<file path="src/rtl/dac_pf_pkg.sv">
package dac_pf_pkg;

   localparam int REG_W = 32;

   typedef enum logic [1:0] {
      SEL_CTRL = 2'd0,
      SEL_STAT = 2'd1,
      SEL_TXD  = 2'd2,
      SEL_NONE = 2'd3
   } reg_sel_e;

   // control field positions (software-visible layout)
   localparam int RATE_LSB  = 29;
   localparam int PACK_LSB  = 24;
   localparam int HOLD_LSB  = 21;
   localparam int TRIG_LSB  = 8;
   localparam int MONO_BIT  = 6;
   localparam int WIDE_BIT  = 5;
   localparam int REQEN_BIT = 4;
   localparam int FLUSH_BIT = 0;

   // status field positions
   localparam int UNDER_BIT = 0;
   localparam int FREE_LSB  = 16;
   localparam int FREE_W    = 7;

   localparam logic [1:0] PACK_LOW_HALF = 2'd1;

   typedef struct packed {
      logic [2:0] rate;
      logic [1:0] pack;
      logic [1:0] hold_cnt;
      logic [6:0] trig;
      logic       mono;
      logic       wide;
      logic       req_en;
   } ctrl_t;

   function automatic int unsigned rate_hz(input logic [2:0] code);
      case (code)
         3'd0:    return 48000;
         3'd1:    return 32000;
         3'd2:    return 24000;
         3'd3:    return 16000;
         3'd4:    return 12000;
         3'd5:    return 8000;
         3'd6:    return 192000;
         default: return 96000;
      endcase
   endfunction

   function automatic ctrl_t ctrl_unpack(input logic [REG_W-1:0] w);
      ctrl_t c;
      c.rate     = w[RATE_LSB +: 3];
      c.pack     = w[PACK_LSB +: 2];
      c.hold_cnt = w[HOLD_LSB +: 2];
      c.trig     = w[TRIG_LSB +: 7];
      c.mono     = w[MONO_BIT];
      c.wide     = w[WIDE_BIT];
      c.req_en   = w[REQEN_BIT];
      return c;
   endfunction

   function automatic logic [REG_W-1:0] ctrl_pack(input ctrl_t c);
      logic [REG_W-1:0] w;
      w = '0;
      w[RATE_LSB +: 3] = c.rate;
      w[PACK_LSB +: 2] = c.pack;
      w[HOLD_LSB +: 2] = c.hold_cnt;
      w[TRIG_LSB +: 7] = c.trig;
      w[MONO_BIT]      = c.mono;
      w[WIDE_BIT]      = c.wide;
      w[REQEN_BIT]     = c.req_en;
      return w;
   endfunction

endpackage

</file>
<file path="src/rtl/dac_pf_rate_gen.sv">
module dac_pf_rate_gen
   import dac_pf_pkg::*;
#(
   parameter int unsigned CLK_HZ = 24576000,
   parameter int          DIV_W  = 12
)(
   input  logic       clk,
   input  logic       rst_n,
   input  logic [2:0] rate_code,
   input  logic       restart,
   output logic       strobe
);

   logic [DIV_W-1:0] last_tab [8];
   logic [DIV_W-1:0] cnt_q;

   // one terminal count per rate code, folded at elaboration
   for (genvar g = 0; g < 8; g++) begin : g_rate
      assign last_tab[g] = DIV_W'(CLK_HZ / rate_hz(3'(g)) - 1);
   end

   assign strobe = (cnt_q == last_tab[rate_code]);

   always_ff @(posedge clk or negedge rst_n) begin
      if (!rst_n) begin
         cnt_q <= '0;
      end else if (restart || strobe) begin
         cnt_q <= '0;
      end else begin
         cnt_q <= cnt_q + DIV_W'(1);
      end
   end

endmodule

</file>
<file path="src/rtl/dac_pf_store.sv">
module dac_pf_store #(
   parameter  int DEPTH = 64,
   parameter  int W     = 16,
   localparam int AW    = $clog2(DEPTH),
   localparam int CW    = AW + 1
)(
   input  logic          clk,
   input  logic          rst_n,
   input  logic          flush,
   input  logic          push,
   input  logic [W-1:0]  push_data,
   input  logic [1:0]    pop_n,
   output logic [W-1:0]  head0,
   output logic [W-1:0]  head1,
   output logic [CW-1:0] fill
);

   logic [AW-1:0]             wr_ptr, rd_ptr;
   logic [CW-1:0]             fill_q;
   logic                      push_ok;
   logic [DEPTH-1:0][W-1:0]   cells;

   assign push_ok = push && (fill_q != CW'(DEPTH));

   for (genvar g = 0; g < DEPTH; g++) begin : g_cell
      logic [W-1:0] cell_q;
      always_ff @(posedge clk) begin
         if (push_ok && (wr_ptr == AW'(g))) begin
            cell_q <= push_data;
         end
      end
      assign cells[g] = cell_q;
   end

   assign head0 = cells[rd_ptr];
   assign head1 = cells[rd_ptr + AW'(1)];
   assign fill  = fill_q;

   always_ff @(posedge clk or negedge rst_n) begin
      if (!rst_n) begin
         wr_ptr <= '0;
         rd_ptr <= '0;
         fill_q <= '0;
      end else if (flush) begin
         wr_ptr <= '0;
         rd_ptr <= '0;
         fill_q <= '0;
      end else begin
         wr_ptr <= wr_ptr + AW'(push_ok);
         rd_ptr <= rd_ptr + AW'(pop_n);
         fill_q <= fill_q + CW'(push_ok) - CW'(pop_n);
      end
   end

endmodule

</file>
<file path="src/rtl/dac_pf_req.sv">
module dac_pf_req #(
   parameter int CW = 7
)(
   input  logic          clk,
   input  logic          rst_n,
   input  logic          tx_write,
   input  logic          cfg_write,
   input  logic          strobe,
   input  logic [1:0]    hold_cnt,
   input  logic          req_en,
   input  logic [6:0]    trig,
   input  logic [CW-1:0] free_cnt,
   output logic          req
);

   logic [2:0] hold_q;
   logic       room_ok;

   always_ff @(posedge clk or negedge rst_n) begin
      if (!rst_n) begin
         hold_q <= '0;
      end else if (cfg_write) begin
         hold_q <= '0;
      end else if (tx_write) begin
         hold_q <= {1'b0, hold_cnt} + 3'd1;
      end else if (strobe && (hold_q != 3'd0)) begin
         hold_q <= hold_q - 3'd1;
      end
   end

   assign room_ok = (int'(free_cnt) >= int'(trig));
   assign req     = req_en && room_ok && (hold_q == 3'd0);

endmodule

</file>
<file path="src/rtl/dac_play_fifo.sv">
module dac_play_fifo
   import dac_pf_pkg::*;
#(
   parameter int unsigned CLK_HZ   = 24576000,
   parameter int          DEPTH    = 64,
   parameter int          SAMPLE_W = 16
)(
   input  logic                clk,
   input  logic                rst_n,
   input  logic                reg_we,
   input  logic [1:0]          reg_sel,
   input  logic [31:0]         reg_wdata,
   output logic [31:0]         reg_rdata,
   output logic [SAMPLE_W-1:0] dac_left,
   output logic [SAMPLE_W-1:0] dac_right,
   output logic                dac_valid,
   output logic                dma_req
);

   localparam int AW    = $clog2(DEPTH);
   localparam int CW    = AW + 1;
   localparam int DIV_W = $clog2(CLK_HZ / 8000 + 1);

   initial begin : param_chk
      if (DEPTH < 2 || (DEPTH & (DEPTH - 1)) != 0 || DEPTH >= (1 << FREE_W))
         $fatal(1, "DEPTH must be a power of two that fits the free-count field");
      if (SAMPLE_W < 1 || SAMPLE_W > 16)
         $fatal(1, "SAMPLE_W must lie in 1..16");
      if ((CLK_HZ % 192000) != 0 || (CLK_HZ % 32000) != 0 || (CLK_HZ % 12000) != 0)
         $fatal(1, "CLK_HZ must divide evenly into every supported rate");
   end

   ctrl_t               ctrl_q;
   logic                underrun_q;
   logic                rate_strobe;
   logic                req_en;
   logic                wr_ctrl, wr_stat, wr_txd, flush_pulse;
   logic [15:0]         half_sel;
   logic [SAMPLE_W-1:0] push_sample;
   logic [SAMPLE_W-1:0] head0, head1;
   logic [CW-1:0]       fill, free_cnt;
   logic [1:0]          need, pop_n;
   logic                pop_ok, under_set;

   assign wr_ctrl     = reg_we && (reg_sel == SEL_CTRL);
   assign wr_stat     = reg_we && (reg_sel == SEL_STAT);
   assign wr_txd      = reg_we && (reg_sel == SEL_TXD);
   assign flush_pulse = wr_ctrl && reg_wdata[FLUSH_BIT];
   assign req_en      = ctrl_q.req_en;

   assign half_sel    = (ctrl_q.pack == PACK_LOW_HALF) ? reg_wdata[15:0] : reg_wdata[31:16];
   assign push_sample = half_sel[15 -: SAMPLE_W];

   assign free_cnt  = CW'(DEPTH) - fill;
   assign need      = ctrl_q.mono ? 2'd1 : 2'd2;
   assign pop_ok    = rate_strobe && (fill >= CW'(need));
   assign pop_n     = pop_ok ? need : 2'd0;
   assign under_set = rate_strobe && !pop_ok;

   dac_pf_rate_gen #(
      .CLK_HZ (CLK_HZ),
      .DIV_W  (DIV_W)
   ) u_rate (
      .clk       (clk),
      .rst_n     (rst_n),
      .rate_code (ctrl_q.rate),
      .restart   (wr_ctrl),
      .strobe    (rate_strobe)
   );

   dac_pf_store #(
      .DEPTH (DEPTH),
      .W     (SAMPLE_W)
   ) u_store (
      .clk       (clk),
      .rst_n     (rst_n),
      .flush     (flush_pulse),
      .push      (wr_txd),
      .push_data (push_sample),
      .pop_n     (pop_n),
      .head0     (head0),
      .head1     (head1),
      .fill      (fill)
   );

   dac_pf_req #(
      .CW (CW)
   ) u_req (
      .clk       (clk),
      .rst_n     (rst_n),
      .tx_write  (wr_txd),
      .cfg_write (wr_ctrl),
      .strobe    (rate_strobe),
      .hold_cnt  (ctrl_q.hold_cnt),
      .req_en    (req_en),
      .trig      (ctrl_q.trig),
      .free_cnt  (free_cnt),
      .req       (dma_req)
   );

   always_ff @(posedge clk or negedge rst_n) begin
      if (!rst_n) begin
         ctrl_q     <= '0;
         underrun_q <= 1'b0;
         dac_left   <= '0;
         dac_right  <= '0;
         dac_valid  <= 1'b0;
      end else begin
         dac_valid <= rate_strobe;
         if (wr_ctrl) begin
            ctrl_q <= ctrl_unpack(reg_wdata);
         end
         if (under_set) begin
            underrun_q <= 1'b1;
         end else if (wr_stat && reg_wdata[UNDER_BIT]) begin
            underrun_q <= 1'b0;
         end
         if (pop_ok) begin
            dac_left  <= head0;
            dac_right <= ctrl_q.mono ? head0 : head1;
         end
      end
   end

   always_comb begin
      reg_rdata = '0;
      case (reg_sel)
         SEL_CTRL: reg_rdata = ctrl_pack(ctrl_q);
         SEL_STAT: begin
            reg_rdata[UNDER_BIT]           = underrun_q;
            reg_rdata[FREE_LSB +: FREE_W]  = FREE_W'(free_cnt);
         end
         default:  reg_rdata = '0;
      endcase
   end

endmodule

</file>
<file path="config.mk">
export PLATFORM = sky130hd
export DESIGN_NAME = dac_play_fifo
export DESIGN_NICKNAME = d
export VERILOG_FILES = /design/src/rtl/dac_pf_pkg.sv /design/src/rtl/dac_pf_rate_gen.sv /design/src/rtl/dac_pf_store.sv /design/src/rtl/dac_pf_req.sv /design/src/rtl/dac_play_fifo.sv
export SDC_FILE = /design/constraint.sdc
export NUM_CORES = 2
export LEC_CHECK = 0
export ABC_AREA = 1
export BUFFER_PORTS_ARGS = -buffer_cell sky130_fd_sc_hd__buf_2
export CAP_MARGIN = 20
export CELL_PAD_IN_SITES_DETAIL_PLACEMENT = 1
export CELL_PAD_IN_SITES_GLOBAL_PLACEMENT = 1
export CORE_AREA = 10 10 372 374
export DETAILED_ROUTE_END_ITERATION = 8
export DIE_AREA = 0 0 382 384
export MAX_ROUTING_LAYER = met4
export PLACE_DENSITY = 0.81
export REMOVE_ABC_BUFFERS = 1
export SYNTH_ARGS = -nofsm -noshare
export SYNTH_HDL_FRONTEND = slang
export SYNTH_HIERARCHICAL = 1
export SYNTH_SLANG_ARGS = --single-unit
</file>
<file path="constraint.sdc">
create_clock -name clk -period 4.3 [get_ports clk]
set_input_delay 0.215 -clock clk [delete_from_list [all_inputs] [get_ports clk]]
set_output_delay 0.215 -clock clk [all_outputs]
set_load 0.01 [all_outputs]
</file>
==> summary.md <==
| Metric | Value |
|---|---|
| Nets | 6645 |
| Worst r2r src | u_store/rd_ptr[0] |
| Starting Density | 0.4383 |
| # Post-CTS Setup Buffers | 0 |
| Worst vdd ir | 302.0 uV |
| Initial antenna violation count | 6 |
| Cells after synthesis | 6608 |
| Largest net degree at the start of global routing | 226 |
| Drt pass-1 iters | 6 |
| # port buffers | 93 |
| Hold Path Stages | 3 |
| Vias | 51320 |
| RSZ-0062 raised after global routing | false |
| Most used cell, CP | nand3_1 |
| Via/cell ratio | 6.087 |
| Tmin final | 3.559 ns |
| Hold EP | u_store/g_cell[22].cell_q[4] |
| Vias in the first global route | 53350 |
| # DRC | 0 |
| Post-Syn Area per Cell | 8.676 um^2 |
| Yosys warns | 6 |
| Area taken by multi-input logic gates | 21330 um^2 |
| Slew HR | 0.2475 |
| Pleak | 25.23 nW |
| Worst Skew | 0.04568 ns |
| CTS tree | built |
| Post-CTS sizing | 0 |
| Clock root buffer | clkbuf_16 |
| Layout cell share with drive strength beyond 1 | 0.08514 |
| Sink Count | 1109 |
| Worst path cell trace | inv_8 -> buf_12 -> buf_12 -> o21ai_0 -> nand3_1 -> nand3_1 -> nand2_1 -> nand3_1 -> nand2_1 -> nand3_1 -> nand2_1 |
| Dpl hpwl | 133000 um |
| Req. time, crit path | 4.98 ns |
| Die Span Y | 384 um |
| Worst hold slack | 0.09203 ns |
| Register area share after synthesis | 0.5734 |
| Max incr delay on CP | 0.66 ns |
| Max Slew Vio Count | 0 |
| Gpl congestion | 0.9088 |
| R2R Setup Slk | 0.74 ns |
| GRT Total Usage | 0.3056 |
| Worst R2R Path Depth | 11 |
| HP Class | in2reg |
| I/O pin cnt | 103 |
| Register area | 32890 um^2 |
| Type of origin of the critical path | flop |
| FMAX | 281.0 MHz |
| Worst-margin pin slew | 1.125 ns |
| Area Growth Syn to Fin | 11.61% |
| Delay-heaviest family, CP | simple AND/OR/NAND/NOR gates |
| Worst path arrival time | 4.24 ns |
| Yosys reg bits | 1109 |
| FILL cells | 15220 |
| H-Tree Depth | 3 |
| Status | completed |
| Inserted Clock Buffers | 120 |
| Final Hold Viols | 0 |
| Yosys cell types | 37 |
| Gr ovfl total | 0 |
| Core Rows | 133 |
| Worst-path clk slew | 0.07 ns |
| Bufs and invs on worst path | 3 |
| Slowest stage cell, crit path | dfrtp_4 |
| Placed Area | 59970 um^2 |
| Crit end category | flop |
| First-pass GRT wire length | 330800 um |
| Pwr/cell area | 421.2 nW/um^2 |
| Post-route clock period utilization | 0.8277 |
| Total core area | 130800 um^2 |
| DIE AREA | 146700 um^2 |
| Clock buffer depth | 3 |
| Detailed Route Iter0 Violations | 6003 |
| Later-pin clock latency in the skew report | 0.77 ns |
| MaxCap Viol Count | 0 |
| Antenna viol nets, final | 0 |
| Hold_sp | reg_wdata[20] |
| FF-to-FF End | dac_left[2] |
| Setup violators final | 0 |
| DR WL/cell | 26.62 um |
| TNS Setup | 0 ns |
| Finished Cell Area | 63990 um^2 |
| Critical path peak fanout | 88 |
| Final Power | 26.95 mW |
| Critical path class | reg2reg |
| Synth Cell Area | 57330 um^2 |
| Total Wirelength | 224500 um |
| DIE WIDTH | 382 um |
==> stage by stage <==
| stage | setup WS [ns] | cells | utilization |
|---|---|---|---|
| 6_report | 0.7408 | 8432 | 0.4892 |
| 5_1_grt | 0.4068 | 8429 | 0.4892 |
| 4_1_cts | 0.7941 | 8426 | 0.4891 |
| 3_5_place_dp | 0.8507 | 8184 | 0.4585 |
| 3_3_place_gp | 0.8887 | 8179 | 0.4575 |
| 2_1_floorplan | -51.16 | 6144 | - |
==> area by class of cell <==
type / count / share of cell area
antenna: 6 / 0.0002346
clock buffer: 170 / 0.05162
clock inverter: 51 / 0.007665
inverter: 280 / 0.01680
multi-input combinational: 4755 / 0.3333
sequential: 1109 / 0.5140
tap: 1755 / 0.03432
timing repair buffer: 306 / 0.04212
==> per-layer routing <==
layer / share of wire / GRT usage / vias up / wire length [um]
li1: - / - / 22240 / -
met1: 0.38 / 0.3763 / 25600 / 85910
met2: 0.46 / 0.4758 / 2793 / 103500
met3: 0.099 / 0.05836 / 691 / 22320
met4: 0.057 / 0.1638 / 0 / 12730
met5: 0 / - / - / 0
==> synthesized netlist by cell type <==
library cell,number,area (um^2)
xor2_2,2,32.53
nor2_4,3,33.78
xor2_1,7,61.31
o21ai_0,342,1712
xnor2_1,3,26.28
nand4_1,9,56.30
buf_6,25,281.5
ha_1,34,425.4
dfrtp_1,85,2127
nand2_2,5,31.28
nand3b_1,1,7.510
edfxtp_1,1024,30750
a21o_1,1,7.510
buf_1,35,131.4
and2_1,1,6.260
o21ai_1,30,150.1
nand3_2,1,10.01
o211ai_1,87,653.1
or2_2,2,12.51
a31oi_1,2,12.51
inv_1,266,998.5
nor3_1,7,35.03
conb_1,1,3.750
and3_2,1,7.510
clkinv_1,5,18.77
clkbuf_1,98,367.9
nor2_1,631,2369
nand3_1,1312,6566
nand2_4,1,11.26
buf_2,263,1316
nor2_2,3,18.77
inv_2,9,33.78
nand2_1,2155,8089
mux2_2,4,45.04
buf_4,51,382.9
a21oi_1,100,500.5
fa_1,2,40.04
==> state kept, by name (all words and copies together) (netlist names) <==
signal                 flops
u_store/fill               7
u_store/wr_ptr             6
dac_valid                  1
u_rate/cnt_q              12
u_store/rd_ptr             6
u_req/hold_q               3
underrun_q                 1
dac_right                 16
ctrl_q                    16
req_en                     1
dac_left                  16
u_store/g_cell.cell_q   1024
==> kinds of logic after synthesis <==
| group | synth area share |
|---|---|
| and+or+nand+nor | 0.3010 |
| DFF | 0.5734 |
| buffers and inverters | 0.06159 |
| AOI/OAI and AO/OA | 0.05295 |
| adders and majority gates | 0.008119 |
| xor gates and xnor gates | 0.002095 |
| muxes | 0.0007856 |
| other | 0.00006541 |
==> cell usage in the layout (no fill, tap or decap), types with 11 or more instances in the layout <==
master | Yosys | layout
o211ai_1 | 87 | 87
clkbuf_1 | 98 | 41
dlygate4sd3_1 | 0 | 21
inv_1 | 266 | 262
nand3_1 | 1312 | 1312
buf_12 | 0 | 38
edfxtp_1 | 1024 | 1024
dfrtp_1 | 85 | 81
clkbuf_16 | 0 | 122
nor2_2 | 3 | 63
buf_2 | 263 | 92
clkinv_2 | 0 | 19
o21ai_0 | 342 | 331
clkinv_1 | 5 | 22
a21oi_1 | 100 | 99
nand2_1 | 2155 | 2153
ha_1 | 34 | 33
o21ai_1 | 30 | 30
o21ai_4 | 0 | 11
nor2_1 | 631 | 567
buf_4 | 51 | 150
==> worst register-to-register path, cell delays in order (launching register included) <==
cell and delay (ns):
dfrtp_4 0.66, inv_8 0.50, buf_12 0.39, buf_12 0.37, o21ai_0 0.26, nand3_1 0.13, nand3_1 0.11, nand2_1 0.21
nand3_1 0.22, nand2_1 0.16, nand3_1 0.30, nand2_1 0.17
==> report_power, final <==
group	switching [mW]	total (mW)	internal, mW
clock	4.43	10.3	5.84
sequential	0.197	12.5	12.3
combinational	3.05	4.18	1.13
total	7.68	27.0	19.3
==> worst max path at each step <==
stage	start	endpoint	slack, ns	cells after the start
floorplan	u_store/rd_ptr[0]	dac_right[15]	-51.16	12
global placement	ctrl_q[14]	u_store/fill[4]	0.89	19
detailed placement	ctrl_q[14]	u_store/fill[4]	0.85	19
CTS	u_rate/cnt_q[0]	u_store/fill[4]	0.79	18
global route	u_rate/cnt_q[0]	u_store/fill[4]	0.41	18
finish	u_store/rd_ptr[0]	dac_left[2]	0.74	11
==> what timing repair did <==
action	4_1_cts	5_1_grt
endpoints found under the setup margin	0	0
hold buffers	21	0
endpoints found under the hold margin	80	0
Note: power is estimated with default switching activity, not from simulation.
